**config.mk**
```make
export PLATFORM = sky130hd
export DESIGN_NAME = dbg_serial_rx
export DESIGN_NICKNAME = d
export VERILOG_FILES = /design/src/rtl/dbgrx_pkg.sv /design/src/rtl/dbgrx_strap.sv /design/src/rtl/dbgrx_bitsrc.sv /design/src/rtl/dbgrx_frame.sv /design/src/rtl/dbg_serial_rx.sv
export SDC_FILE = /design/constraint.sdc
export NUM_CORES = 1
export LEC_CHECK = 0
export BUFFER_PORTS_ARGS = -buffer_cell sky130_fd_sc_hd__clkbuf_2
export CAP_MARGIN = 10
export CORE_MARGIN = 2
export CORE_UTILIZATION = 40
export CTS_CLUSTER_DIAMETER = 150
export CTS_CLUSTER_SIZE = 28
export DETAILED_ROUTE_END_ITERATION = 7
export GPL_TIMING_DRIVEN = 0
export SYNTH_ARGS = -nofsm -noshare
export SYNTH_HDL_FRONTEND = slang
export SYNTH_SLANG_ARGS = --single-unit
```
**constraint.sdc**
```tcl
create_clock -name clk -period 2.3 [get_ports clk]
set_input_delay 0.23 -clock clk [delete_from_list [all_inputs] [get_ports clk]]
set_output_delay 0.23 -clock clk [all_outputs]
set_load 0.1 [all_outputs]
```
**src/rtl/dbgrx_pkg.sv**
```systemverilog
package dbgrx_pkg;

    typedef enum logic [2:0] {
        ST_HOLD      = 3'd0,
        ST_WAIT_IDLE = 3'd1,
        ST_SCAN      = 3'd2,
        ST_MODE      = 3'd3,
        ST_CTRL      = 3'd4,
        ST_DATA      = 3'd5,
        ST_DONE      = 3'd6
    } rx_state_e;

endpackage

```
**src/rtl/dbgrx_strap.sv**
```systemverilog
module dbgrx_strap #(
    parameter int STRAP_CYC = 8,
    parameter int GUARD_CYC = 16
) (
    input  logic clk,
    input  logic rst,
    input  logic sdi_i,
    output logic self_mode_o,
    output logic guard_hit_o,
    output logic guard_done_o
);
    localparam int CW = $clog2(GUARD_CYC + 1);
    localparam logic [CW-1:0] STRAP_AT = CW'(STRAP_CYC - 1);
    localparam logic [CW-1:0] GUARD_AT = CW'(GUARD_CYC - 1);
    localparam logic [CW-1:0] GUARD_END = CW'(GUARD_CYC);

    logic [CW-1:0] cnt_q;
    logic          self_q;

    // Counts clk edges since reset release and saturates at the guard length.
    always_ff @(posedge clk or posedge rst) begin
        if (rst) begin
            cnt_q  <= '0;
            self_q <= 1'b0;
        end else begin
            if (cnt_q != GUARD_END) begin
                cnt_q <= cnt_q + 1'b1;
            end
            if (cnt_q == STRAP_AT) begin
                self_q <= sdi_i;
            end
        end
    end

    assign self_mode_o  = self_q;
    assign guard_hit_o  = (cnt_q == GUARD_AT);
    assign guard_done_o = (cnt_q == GUARD_END);

    // once the strap edge is behind, the clock choice is frozen
    p_strap_frozen_r2: assert property (@(posedge clk) disable iff (rst)
        (cnt_q > STRAP_AT) |=> $stable(self_q));

endmodule

```
**src/rtl/dbgrx_bitsrc.sv**
```systemverilog
module dbgrx_bitsrc #(
    parameter int SYNC_STAGES = 2
) (
    input  logic clk,
    input  logic rst,
    input  logic self_mode_i,
    input  logic sdi_i,
    input  logic sclk_i,
    output logic tick_o,
    output logic bit_o,
    output logic lvl_o
);
    localparam int TOP = SYNC_STAGES - 1;

    logic [TOP:0] sclk_sh;
    logic [TOP:0] sdi_sh;
    logic         sclk_prev;
    logic         sclk_rise;

    always_ff @(posedge clk or posedge rst) begin
        if (rst) begin
            sclk_sh   <= '0;
            sdi_sh    <= '0;
            sclk_prev <= 1'b0;
        end else begin
            sclk_sh   <= {sclk_sh[TOP-1:0], sclk_i};
            sdi_sh    <= {sdi_sh[TOP-1:0], sdi_i};
            sclk_prev <= sclk_sh[TOP];
        end
    end

    assign sclk_rise = sclk_sh[TOP] & ~sclk_prev;

    // Self-clocked: every edge carries a bit straight off the pin.
    // Clocked: only a synchronized serial-clock rise carries a bit.
    always_comb begin
        if (self_mode_i) begin
            tick_o = 1'b1;
            bit_o  = sdi_i;
        end else begin
            tick_o = sclk_rise;
            bit_o  = sdi_sh[TOP];
        end
        lvl_o = bit_o;
    end

    // clocked-mode sample ticks come from edges, never two cycles in a row
    p_tick_edge_r4: assert property (@(posedge clk) disable iff (rst)
        (!self_mode_i && tick_o) |=> !tick_o);

endmodule

```
**src/rtl/dbgrx_frame.sv**
```systemverilog
module dbgrx_frame
    import dbgrx_pkg::*;
#(
    parameter int TRAP_BITS = 7,
    parameter int WORD_W    = 32
) (
    input  logic                   clk,
    input  logic                   rst,
    input  logic                   tick_i,
    input  logic                   bit_i,
    input  logic                   lvl_i,
    input  logic                   guard_hit_i,
    input  logic                   guard_done_i,
    output logic                   sdo_o,
    output logic [TRAP_BITS-1:0]   trap_en_o,
    output logic                   vsync_o,
    output logic [TRAP_BITS-2:0]   bkpt_o,
    output logic [WORD_W-1:0]      word_o,
    output logic                   word_valid_o
);
    localparam int HDR_BITS  = 3;
    localparam int SHORT_LEN = HDR_BITS + TRAP_BITS;
    localparam int LONG_LEN  = HDR_BITS + WORD_W;
    localparam int NW        = $clog2(LONG_LEN + 1);

    rx_state_e state_q, state_d;

    logic [LONG_LEN-1:0]  sr_q;
    logic [NW-1:0]        nbits_q;
    logic                 mode_q;
    logic                 ctrl_q;
    logic [TRAP_BITS-1:0] te_q;
    logic                 vs_q;
    logic [TRAP_BITS-2:0] bk_q;
    logic [NW-1:0]        frame_len;
    logic                 last_bit;
    logic                 take;

    assign frame_len = mode_q ? NW'(SHORT_LEN) : NW'(LONG_LEN);
    assign last_bit  = ((nbits_q + 1'b1) == frame_len);

    // State register
    always_ff @(posedge clk or posedge rst) begin
        if (rst) begin
            state_q <= ST_HOLD;
        end else begin
            state_q <= state_d;
        end
    end

    // Next-state logic
    always_comb begin
        state_d = state_q;
        unique case (state_q)
            ST_HOLD:      if (guard_hit_i) state_d = lvl_i ? ST_WAIT_IDLE : ST_SCAN;
            ST_WAIT_IDLE: if (!lvl_i) state_d = ST_SCAN;
            ST_SCAN:      if (tick_i && bit_i) state_d = ST_MODE;
            ST_MODE:      if (tick_i) state_d = ST_CTRL;
            ST_CTRL:      if (tick_i) state_d = ST_DATA;
            ST_DATA:      if (tick_i && last_bit) state_d = ST_DONE;
            ST_DONE:      state_d = ST_SCAN;
            default:      state_d = ST_HOLD;
        endcase
    end

    // A bit enters the shift register on any tick of a frame in progress
    always_comb begin
        unique case (state_q)
            ST_SCAN:                   take = tick_i && bit_i;
            ST_MODE, ST_CTRL, ST_DATA: take = tick_i;
            default:                   take = 1'b0;
        endcase
    end

    // Frame datapath and control register
    always_ff @(posedge clk or posedge rst) begin
        if (rst) begin
            sr_q    <= '0;
            nbits_q <= '0;
            mode_q  <= 1'b0;
            ctrl_q  <= 1'b0;
            te_q    <= '0;
            vs_q    <= 1'b0;
            bk_q    <= '0;
        end else begin
            if (take) begin
                sr_q    <= {sr_q[LONG_LEN-2:0], bit_i};
                nbits_q <= (state_q == ST_SCAN) ? NW'(1) : nbits_q + 1'b1;
                if (state_q == ST_MODE) mode_q <= bit_i;
                if (state_q == ST_CTRL) ctrl_q <= bit_i;
            end
            if (state_q == ST_DONE && mode_q) begin
                if (ctrl_q) begin
                    {vs_q, bk_q} <= sr_q[TRAP_BITS-1:0];
                end else begin
                    te_q <= sr_q[TRAP_BITS-1:0];
                end
            end
        end
    end

    // Outputs
    always_comb begin
        sdo_o        = (state_q != ST_SCAN);
        word_valid_o = (state_q == ST_DONE) && !mode_q;
        word_o       = sr_q[WORD_W-1:0];
        trap_en_o    = te_q;
        vsync_o      = vs_q;
        bkpt_o       = bk_q;
    end

    // ready is never signalled before the guard interval has elapsed
    p_ready_after_guard_r5: assert property (@(posedge clk) disable iff (rst)
        !sdo_o |-> guard_done_i);

    // a sampled start bit drops ready on the next cycle
    p_busy_on_start_r7: assert property (@(posedge clk) disable iff (rst)
        (state_q == ST_SCAN && tick_i && bit_i) |=> sdo_o);

    // the payload count never reaches the selected frame length
    p_len_bound_r8: assert property (@(posedge clk) disable iff (rst)
        (state_q == ST_DATA) |-> (nbits_q < frame_len));

    // the word strobe lasts exactly one cycle
    p_strobe_single_r11: assert property (@(posedge clk) disable iff (rst)
        word_valid_o |=> !word_valid_o);

    // control register moves only at the end of a frame
    p_tecr_quiet_r12: assert property (@(posedge clk) disable iff (rst)
        (state_q != ST_DONE) |=> $stable({trap_en_o, vsync_o, bkpt_o}));

endmodule

```
**src/rtl/dbg_serial_rx.sv**
```systemverilog
module dbg_serial_rx #(
    parameter int STRAP_CYC   = 8,
    parameter int GUARD_CYC   = 16,
    parameter int SYNC_STAGES = 2,
    parameter int TRAP_BITS   = 7,
    parameter int WORD_W      = 32
) (
    input  logic                 clk,
    input  logic                 rst,
    input  logic                 sdi_i,
    input  logic                 sclk_i,
    output logic                 sdo_o,
    output logic [TRAP_BITS-1:0] trap_en_o,
    output logic                 vsync_o,
    output logic [TRAP_BITS-2:0] bkpt_o,
    output logic [WORD_W-1:0]    word_o,
    output logic                 word_valid_o
);
    logic self_mode;
    logic guard_hit;
    logic guard_done;
    logic tick;
    logic bit_s;
    logic lvl;

    dbgrx_strap #(
        .STRAP_CYC (STRAP_CYC),
        .GUARD_CYC (GUARD_CYC)
    ) u_strap (
        .clk          (clk),
        .rst          (rst),
        .sdi_i        (sdi_i),
        .self_mode_o  (self_mode),
        .guard_hit_o  (guard_hit),
        .guard_done_o (guard_done)
    );

    dbgrx_bitsrc #(
        .SYNC_STAGES (SYNC_STAGES)
    ) u_bitsrc (
        .clk         (clk),
        .rst         (rst),
        .self_mode_i (self_mode),
        .sdi_i       (sdi_i),
        .sclk_i      (sclk_i),
        .tick_o      (tick),
        .bit_o       (bit_s),
        .lvl_o       (lvl)
    );

    dbgrx_frame #(
        .TRAP_BITS (TRAP_BITS),
        .WORD_W    (WORD_W)
    ) u_frame (
        .clk          (clk),
        .rst          (rst),
        .tick_i       (tick),
        .bit_i        (bit_s),
        .lvl_i        (lvl),
        .guard_hit_i  (guard_hit),
        .guard_done_i (guard_done),
        .sdo_o        (sdo_o),
        .trap_en_o    (trap_en_o),
        .vsync_o      (vsync_o),
        .bkpt_o       (bkpt_o),
        .word_o       (word_o),
        .word_valid_o (word_valid_o)
    );

endmodule

```
---- Yosys cells after proc, flatten, opt, wreduce, memory -nomap -nowiden ----
Index checks and enable logic that the tools add are counted.
cells by class
  add/subtract/negate cells ............... 2
  equality and inequality tests ........... 17
  reductions and logical operators ........ 12
  bitwise gates (word level) .............. 3
  muxes and demuxes ....................... 13
operators with widths
  operator               number
  $pmux W3 S7            1
  $mux W3                6
  $mux W6                2
  $eq A3 B3 Y1 const B   3
  $ne A2 B1 Y1 const B   4
  $reduce_and A2 Y1      4
  $add A6 B1 Y6 const B  1
  $eq A3 B2 Y1 const B   2
  $eq A6 B6 Y1           1
  $reduce_and A6 Y1      1
  $add A5 B1 Y5 const B  1
  $eq A5 B3 Y1 const B   1
  $eq A5 B4 Y1 const B   1
  $ne A5 B5 Y1 const B   1
  $logic_and A1 B1 Y1    4
  $ne A2 B2 Y1 const B   2
  $eq A3 B1 Y1 const B   1
  $logic_not A3 Y1       1
  $ne A3 B2 Y1 const B   1
  $reduce_or A3 Y1       1
  $mux W1                2
  $mux W2                1
  $not A1 Y1             2
  $pmux W1 S2            1
  other kinds (2)        2
storage, ports and cells
  logic and storage cells ................. 60
  output and inout port bits .............. 48
  register bits after elaboration ......... 68

---- Longest topological paths before layout ----
Gate-level depths: netlist of run 1.
  depth in word-level cells ............... 6
  mapped depth ............................ 8
  gate-level depth less buffers ........... 7

---- Hierarchy ----
A second synthesis of run 1 with hierarchy kept.
second synthesis, totals
  cell total of the unflattened synthesis .. 216
  area, all modules ....................... 3109.2 sq um
modules (own cells, without submodules)
  module        area each (sq um)  times used  seq. area each (sq um)  cells each
  dbgrx_frame   2625.0             1           1426.4                  180
  dbgrx_strap   320.3              1           150.1                   26
  dbgrx_bitsrc  163.9              1           125.1                   10

---- Worst setup path before layout of run 1 ----
No wires, ideal clock.
  path kind ............................... register to output
  start point ............................. register u_frame.state_q[0]
  end point ............................... output word_valid_o
  setup slack ............................. -0.572 ns
  buffers on the path ..................... 1
  cell stages (with the launch flop) ...... 3
  arrival time ............................ 2.642 ns
  path through ............................ dfrtp_1 -> buf_2 -> nor3_1
on the way
  word-level cells in the longest chain between the ends .. 2
ends and longest elaborated chain
  element                   line                 RTL
  start: declaration        dbgrx_frame.sv:26    rx_state_e state_q, state_d;
  start signal: assignment  dbgrx_frame.sv:47    state_q <= state_d;
  $eq A3 B3 Y1              dbgrx_frame.sv:105   word_valid_o = (state_q == ST_DONE) && !mode_q;
  $logic_and A1 B1 Y1       dbgrx_frame.sv:105
  end: declaration          dbg_serial_rx.sv:17  output logic word_valid_o
Every way passes these cells.

---- Worst setup path after layout of run 1 ----
  start point ............................. register u_strap.self_q (netlist: u_strap.self_mode_o)
  end point ............................... register u_frame.sr_q[4]
on the way
  word-level cells in the longest chain between the ends .. 3
ends and longest elaborated chain
  element                   line                RTL
  start: declaration        dbgrx_strap.sv:18   logic self_q;
  start signal: assignment  dbgrx_strap.sv:30   self_q <= sdi_i;
  $mux W1                   dbgrx_bitsrc.sv:37  if (self_mode_i) begin
  $logic_and A1 B1 Y1       dbgrx_frame.sv:69   ST_SCAN: take = tick_i && bit_i;
  $pmux W1 S2 (*)           dbgrx_frame.sv:68   unique case (state_q)
  end signal: assignment    dbgrx_frame.sv:87   sr_q <= {sr_q[LONG_LEN-2:0], bit_i};
  end: declaration          dbgrx_frame.sv:28   logic [LONG_LEN-1:0] sr_q;
Every way passes the cells marked *; elsewhere a longest branch is shown, timed or not.
A chain may end at the register's enable or synchronous reset.

==> impl_metrics.toml, run 1 <==
[synthesis]
syn_area_per_cell_sq_um = 13.9
synth-seq-area-share_pct = 57.2
synth-compound-area-share_pct = 6.27
synth_cells = 214
synth_flop_cell = "dfrtp_1"
synthXorXnorAreaFrac_pct = 1.47
synth_warnings = 0
synth-simple-area-share_pct = 8.16
yosys.area_share.adder_pct = 1.68
postSynth.asyncResetShare_pct = 100
yosysMostFrequentCell = "dfrtp_1"
synth_top_family_by_area = "multiplexers"
synth-edff-count = 0
ys_ff_latch = 68
synthMuxAreaShare_pct = 21.9
yosysTopAreaCellShare_pct = 57.2
synth_cell_types = 38
ys_top_cells_by_count = "dfrtp_1, mux2_2, mux2_4"
netlist_top_cells_area = "dfrtp_1, mux2_4, mux2_2, o21ai_0, ha_1"
netlist_area_sq_um = 2970
syn_nets = 222
yosysTopAreaCell = "dfrtp_1"

[routing]
wl_per_cell_um = 13.9
first_iter_violations = 48
vias = 1826
drt_pass1_iterations = 4
drc = 0
routed_via_density = 4.81
ant_nets = 0
totalWireLength_mm = 5.28

[place]
pre_cts_ws_ns = 0.453
place.gp.congestion = 0.770
place.port_buffers = 51
hpwl_mm = 3.58

[critical_path]
crit_arrival_ns = 2.08
cpMaxStageDelayCell = "dfrtp_1"
crit_fanout = 10
worst_setup_path_start_kind = "flip-flop"
crit_chain = "mux2_4 -> o21ai_2 -> a21o_1 -> buf_6 -> buf_6 -> mux2_4"
worst-r2r-cell-count = 6
path_class = "flip-flop to flip-flop"
end_kind = "flip-flop"
max_stage_delay_ns = 0.48
critical_path_required_ns = 2.52

[timing]
setup_tns_ns = 0
finalSetupViolCount = 0
period_needed_ns = 1.86
worst_slack_ns = 0.444
rsz0062_at_grt = "no"
hold_viol = 0
final.setup_skew_ns = 0.0102
timing.hold.ws_ns = 0.0341
report.final.slew_viol_count = 0
tightest_slew_ns = 0.805
post-route-period-util_pct = 80.7
max_freq_mhz = 539
slew_headroom_pct = 46.3

[grt]
grt_use_met2_pct = 20.7
grtUsageMet1_pct = 18.6
antenna_found_initial = 0
grt_pass1_wl_mm = 8.90
grt.overflow.total = 0
busiest_layer = "met2"
grt_use_met3_pct = 5.78
track_usage_pct = 13.9
grt_pass1_vias = 1774
grt_max_degree = 69

[clock_tree]
cts-root-buf = "clkbuf_8"
post-cts-setup-buffer-count = 0
cts_sinks = 68
clkLatencyLatePin_ns = 0.35
cts-resized-gates = 0
clk_pin_slew_worst_paths_ns = 0.08
cts_tree = "built"
cts_buffers = 9
cts_hold_buf = 1
htree_levels = 3
cts_max_path_buffers = 2

[floorplanning]
die_area_sq_um = 8140
fp.dieH_um = 90.2
core_sq_um = 7210
ios = 52
initial_utilization_pct = 41.2
fp.dieW_um = 90.2
rows = 31

[final_layout]
insertedDiodeCount = 0
final_nets = 285
area_growth_pct = 20.0
fillers = 674
regArea_sq_um = 1700
drive_above_1_share_pct = 45.6
multiInputGateArea_sq_um = 1180

[hold_path]
hold_class = "input port to asynchronous set/reset pin"

[flow_run]
max-cap-violations = 0

[run_status]
outcome = "completed"
[sequential cells by signal, summed over array words and instances (netlist names)]
register and cells:
u_frame.nbits_q 6, u_frame.ctrl_q 1, u_bitsrc.sclk_prev 1, u_frame.mode_q 1, u_strap.self_mode_o 1, u_strap.cnt_q 5, u_bitsrc.sclk_sh 2, u_frame.sr_q 32
u_frame.vsync_o 1, u_frame.state_q 3, u_bitsrc.sdi_sh 2, u_frame.bkpt_o 6, u_frame.trap_en_o 7
[logic make-up (layout without fill, tap and decap cells)]
family / count (synthesis) / in the layout
XOR/XNOR: 5 / 5
multiplexers: 50 / 50
flip-flops: 68 / 68
adder cells (fa/ha/maj): 4 / 4
buffers and inverters: 13 / 80
AND/OR/NAND/NOR: 47 / 47
AO/OA/AOI/OAI: 27 / 27
[final cells by class]
class / count / area share, %
flip-flops and latches: 68 / 47.7
multi-input cells: 133 / 33.0
clock inverters: 5 / 1.72
repair buffers: 52 / 7.43
inverters: 6 / 0.701
well taps: 99 / 3.47
plain buffers: 7 / 2.14
clock buffers: 10 / 3.86
[worst paths after layout]
path / slack, ns / start / to
setup / recovery: 0.44 / u_strap.self_mode_o$_DFFE_PP0N_ / u_frame.sr_q[4]$_DFFE_PP0N_
hold / removal: 0.03 / rst / u_frame.sr_q[18]$_DFFE_PP0N_
setup reg to reg: 0.44 / u_strap.self_mode_o$_DFFE_PP0N_ / u_frame.sr_q[4]$_DFFE_PP0N_
hold reg to reg: 0.35 / u_bitsrc.sdi_sh[0]$_DFF_PP0_ / u_bitsrc.sdi_sh[1]$_DFF_PP0_
max in group asynchronous: 1.74 / rst / u_frame.sr_q[4]$_DFFE_PP0N_
min in group clk: 0.04 / sdi_i / u_bitsrc.sdi_sh[0]$_DFF_PP0_
[layout by cell type (no fill, tap or decap), drive strengths merged, types with 2 or more instances in the layout]
cell type,n
ha,4
xnor2,3
nand2,11
nand2b,4
clkinvlp,3
xor2,2
a211oi,2
o31ai,2
dfrtp,68
inv,7
o21ai,12
a21oi,3
nand3,7
mux2,48
nor2b,2
nand3b,3
a21o,2
nor2,10
mux2i,2
nor3,3
buf,6
clkbuf,62
and3,2
[critical path, delay by kind of cell (launching register included)]
kind	cells	cell delay (ns)
AO/OA/AOI/OAI	2	0.29
buffers and inverters	2	0.32
flip-flops	1	0.48
multiplexers	2	0.65
[metrics by stage]
| stage | utilization (%) | instances | cell area, sq um |
|---|---|---|---|
| 2_1_floorplan | - | 214 | 2980 |
| 3_5_place_dp | 46.6 | 364 | 3360 |
| 3_3_place_gp | 46.5 | 364 | 3360 |
| 4_1_cts | 49.5 | 380 | 3570 |
| 5_1_grt | 49.5 | 380 | 3570 |
| 6_report | 49.5 | 380 | 3570 |
[layer usage]
layer  vias up  routed length (um)
met5         -                   0
li1        880                   -
met4         0                  66
met3         5                 268
met2        46                2430
met1       895                2510
Power of run 1 is not shown: default switching activity piles up to over one toggle a cycle in this logic, so the estimate is an artifact.
==> run 2, diff against run 1 <==
- clock period: 2.3 -> 1.6 ns (I/O delays scaled with it)
==> impl_metrics.toml, run 2 (same netlist as run 1, synthesis figures left out) <==
[run_status]
outcome = "complete, but fails checks"
violations = "setup timing"

[critical_path]
worst_setup_path_start_kind = "flip-flop"
crit_arrival_ns = 2.02
crit_chain = "mux2_4 -> o21ai_2 -> a21o_1 -> buf_8 -> clkbuf_16 -> mux2_4"
worst_path_most_repeated_cell = "mux2_4"
r2r_start = "u_strap.self_mode_o$_DFFE_PP0N_"
startpoint = "u_strap.self_mode_o$_DFFE_PP0N_"
cpMaxStageDelayCell = "dfrtp_2"
worst-r2r-cell-count = 6
reg2reg_slack_ns = -0.19
critical_path_required_ns = 1.83
end_kind = "flip-flop"
crit_fanout = 7
timing.rr.end = "u_frame.sr_q[5]$_DFFE_PP0N_"
max_stage_delay_ns = 0.44
path_class = "flip-flop to flip-flop"

[final_layout]
regArea_sq_um = 1700
drive_above_1_share_pct = 55.9
fillers = 627
final_area_sq_um = 3970
largest_reg_flops = 32
insertedDiodeCount = 0
final_nets = 302
final_cell_mix = "dfrtp_1, clkbuf_2, mux2_4"
final_common_cell = "dfrtp_1"
max_flop_register = "u_frame.sr_q"
area_growth_pct = 33.5
multiInputGateArea_sq_um = 1310

[routing]
drc = 0
routed_via_density = 4.91
drt_pass1_iterations = 4
ant_nets = 0
wl_per_cell_um = 14.5
first_iter_violations = 77
totalWireLength_mm = 5.76
vias = 1955

[floorplanning]
ios = 52
fp.dieH_um = 90.2
core_sq_um = 7210
rows = 31
die_area_sq_um = 8140
initial_utilization_pct = 41.2
fp.dieW_um = 90.2

[timing]
rsz0062_at_grt = "yes"
finalSetupViolCount = 39
final.setup_skew_ns = 0.00680
max_freq_mhz = 558
worst_slack_ns = -0.193
tightest_slew_ns = 0.553
timing.hold.ws_ns = 0.123
period_needed_ns = 1.79
post-route-period-util_pct = 112
hold_viol = 0
slew_headroom_pct = 63.3
report.final.slew_viol_count = 0

[flow_run]
max-cap-violations = 0

[grt]
antenna_found_initial = 0
track_usage_pct = 14.8
grt_max_degree = 34
grt_pass1_wl_mm = 9.58
grt.overflow.total = 0
grt_pass1_vias = 1884

[clock_tree]
cts_sinks = 68
cts_max_path_buffers = 2
clk_pin_slew_worst_paths_ns = 0.08
cts_tree = "built"
clkLatencyLatePin_ns = 0.34
cts_buffers = 9
cts-root-buf = "clkbuf_8"
htree_levels = 3

[hold_path]
holdPathEnd = "u_strap.self_mode_o$_DFFE_PP0N_"
hp-start = "sdi_i"
hold_class = "input port to flip-flop"
worstHoldPathCells = 2

[place]
place.port_buffers = 51
placed_cell_area_sq_um = 3420
place.gp.congestion = 0.796
hpwl_mm = 3.68
pre_cts_ws_ns = -0.225
[run 2: metrics by stage]
step | utilization (%) | instances | setup TNS (ns)
after floorplan | - | 214 | -1.95
after global placement | 46.8 | 364 | -7.93
after detailed placement | 47.4 | 366 | -8.36
after CTS | 53.2 | 394 | -5.13
after global routing | 55.0 | 398 | -7.86
final | 55.0 | 398 | -5.49
[run 2: worst max path at each step]
stage / slack (ns) / depth (start not counted) / endpoint
finish: -0.19 / 6 / u_frame.sr_q[5]$_DFFE_PP0N_
global route: -0.27 / 7 / u_frame.state_q[1]$_DFFE_PP0P_
CTS: -0.17 / 6 / u_frame.sr_q[8]$_DFFE_PP0N_
detailed placement: -0.23 / 6 / u_frame.sr_q[3]$_DFFE_PP0N_
global placement: -0.22 / 6 / u_frame.sr_q[2]$_DFFE_PP0N_
floorplan: -0.08 / 6 / u_frame.sr_q[5]$_DFFE_PP0N_
[run 2: worst max-delay path, delay by kind of cell, from the launching register on]
family | cells | cell delay (ns)
AO/OA/AOI/OAI | 2 | 0.30
multiplexers | 2 | 0.61
flip-flops | 1 | 0.44
buffers and inverters | 2 | 0.34
[run 2: metal layers]
| layer | up-vias | global-route usage [%] | wire length [um] |
|---|---|---|---|
| met4 | 0 | 5.38 | 76 |
| li1 | 918 | - | - |
| met3 | 7 | 3.94 | 191 |
| met2 | 39 | 22.6 | 2720 |
| met1 | 991 | 20.4 | 2780 |
| met5 | - | 0 | 0 |
[run 2: cell type report]
type / count / area share (%)
flip-flops and latches: 68 / 42.9
multi-input cells: 133 / 32.9
repair buffers: 70 / 13.3
clock buffers: 9 / 3.12
well taps: 99 / 3.12
plain buffers: 6 / 2.14
clock inverters: 7 / 1.89
inverters: 6 / 0.662
[run 2: what timing repair did]
action                                 CTS  global route
hold buffers                             3             0
setup endpoints to repair               57            47
gates cloned                             0             2
gates resized for setup                 30            17
setup buffers                           10             2
pin swaps                                2             5
endpoints found under the hold margin   16             0
Power of run 2 is left out for the same reason.
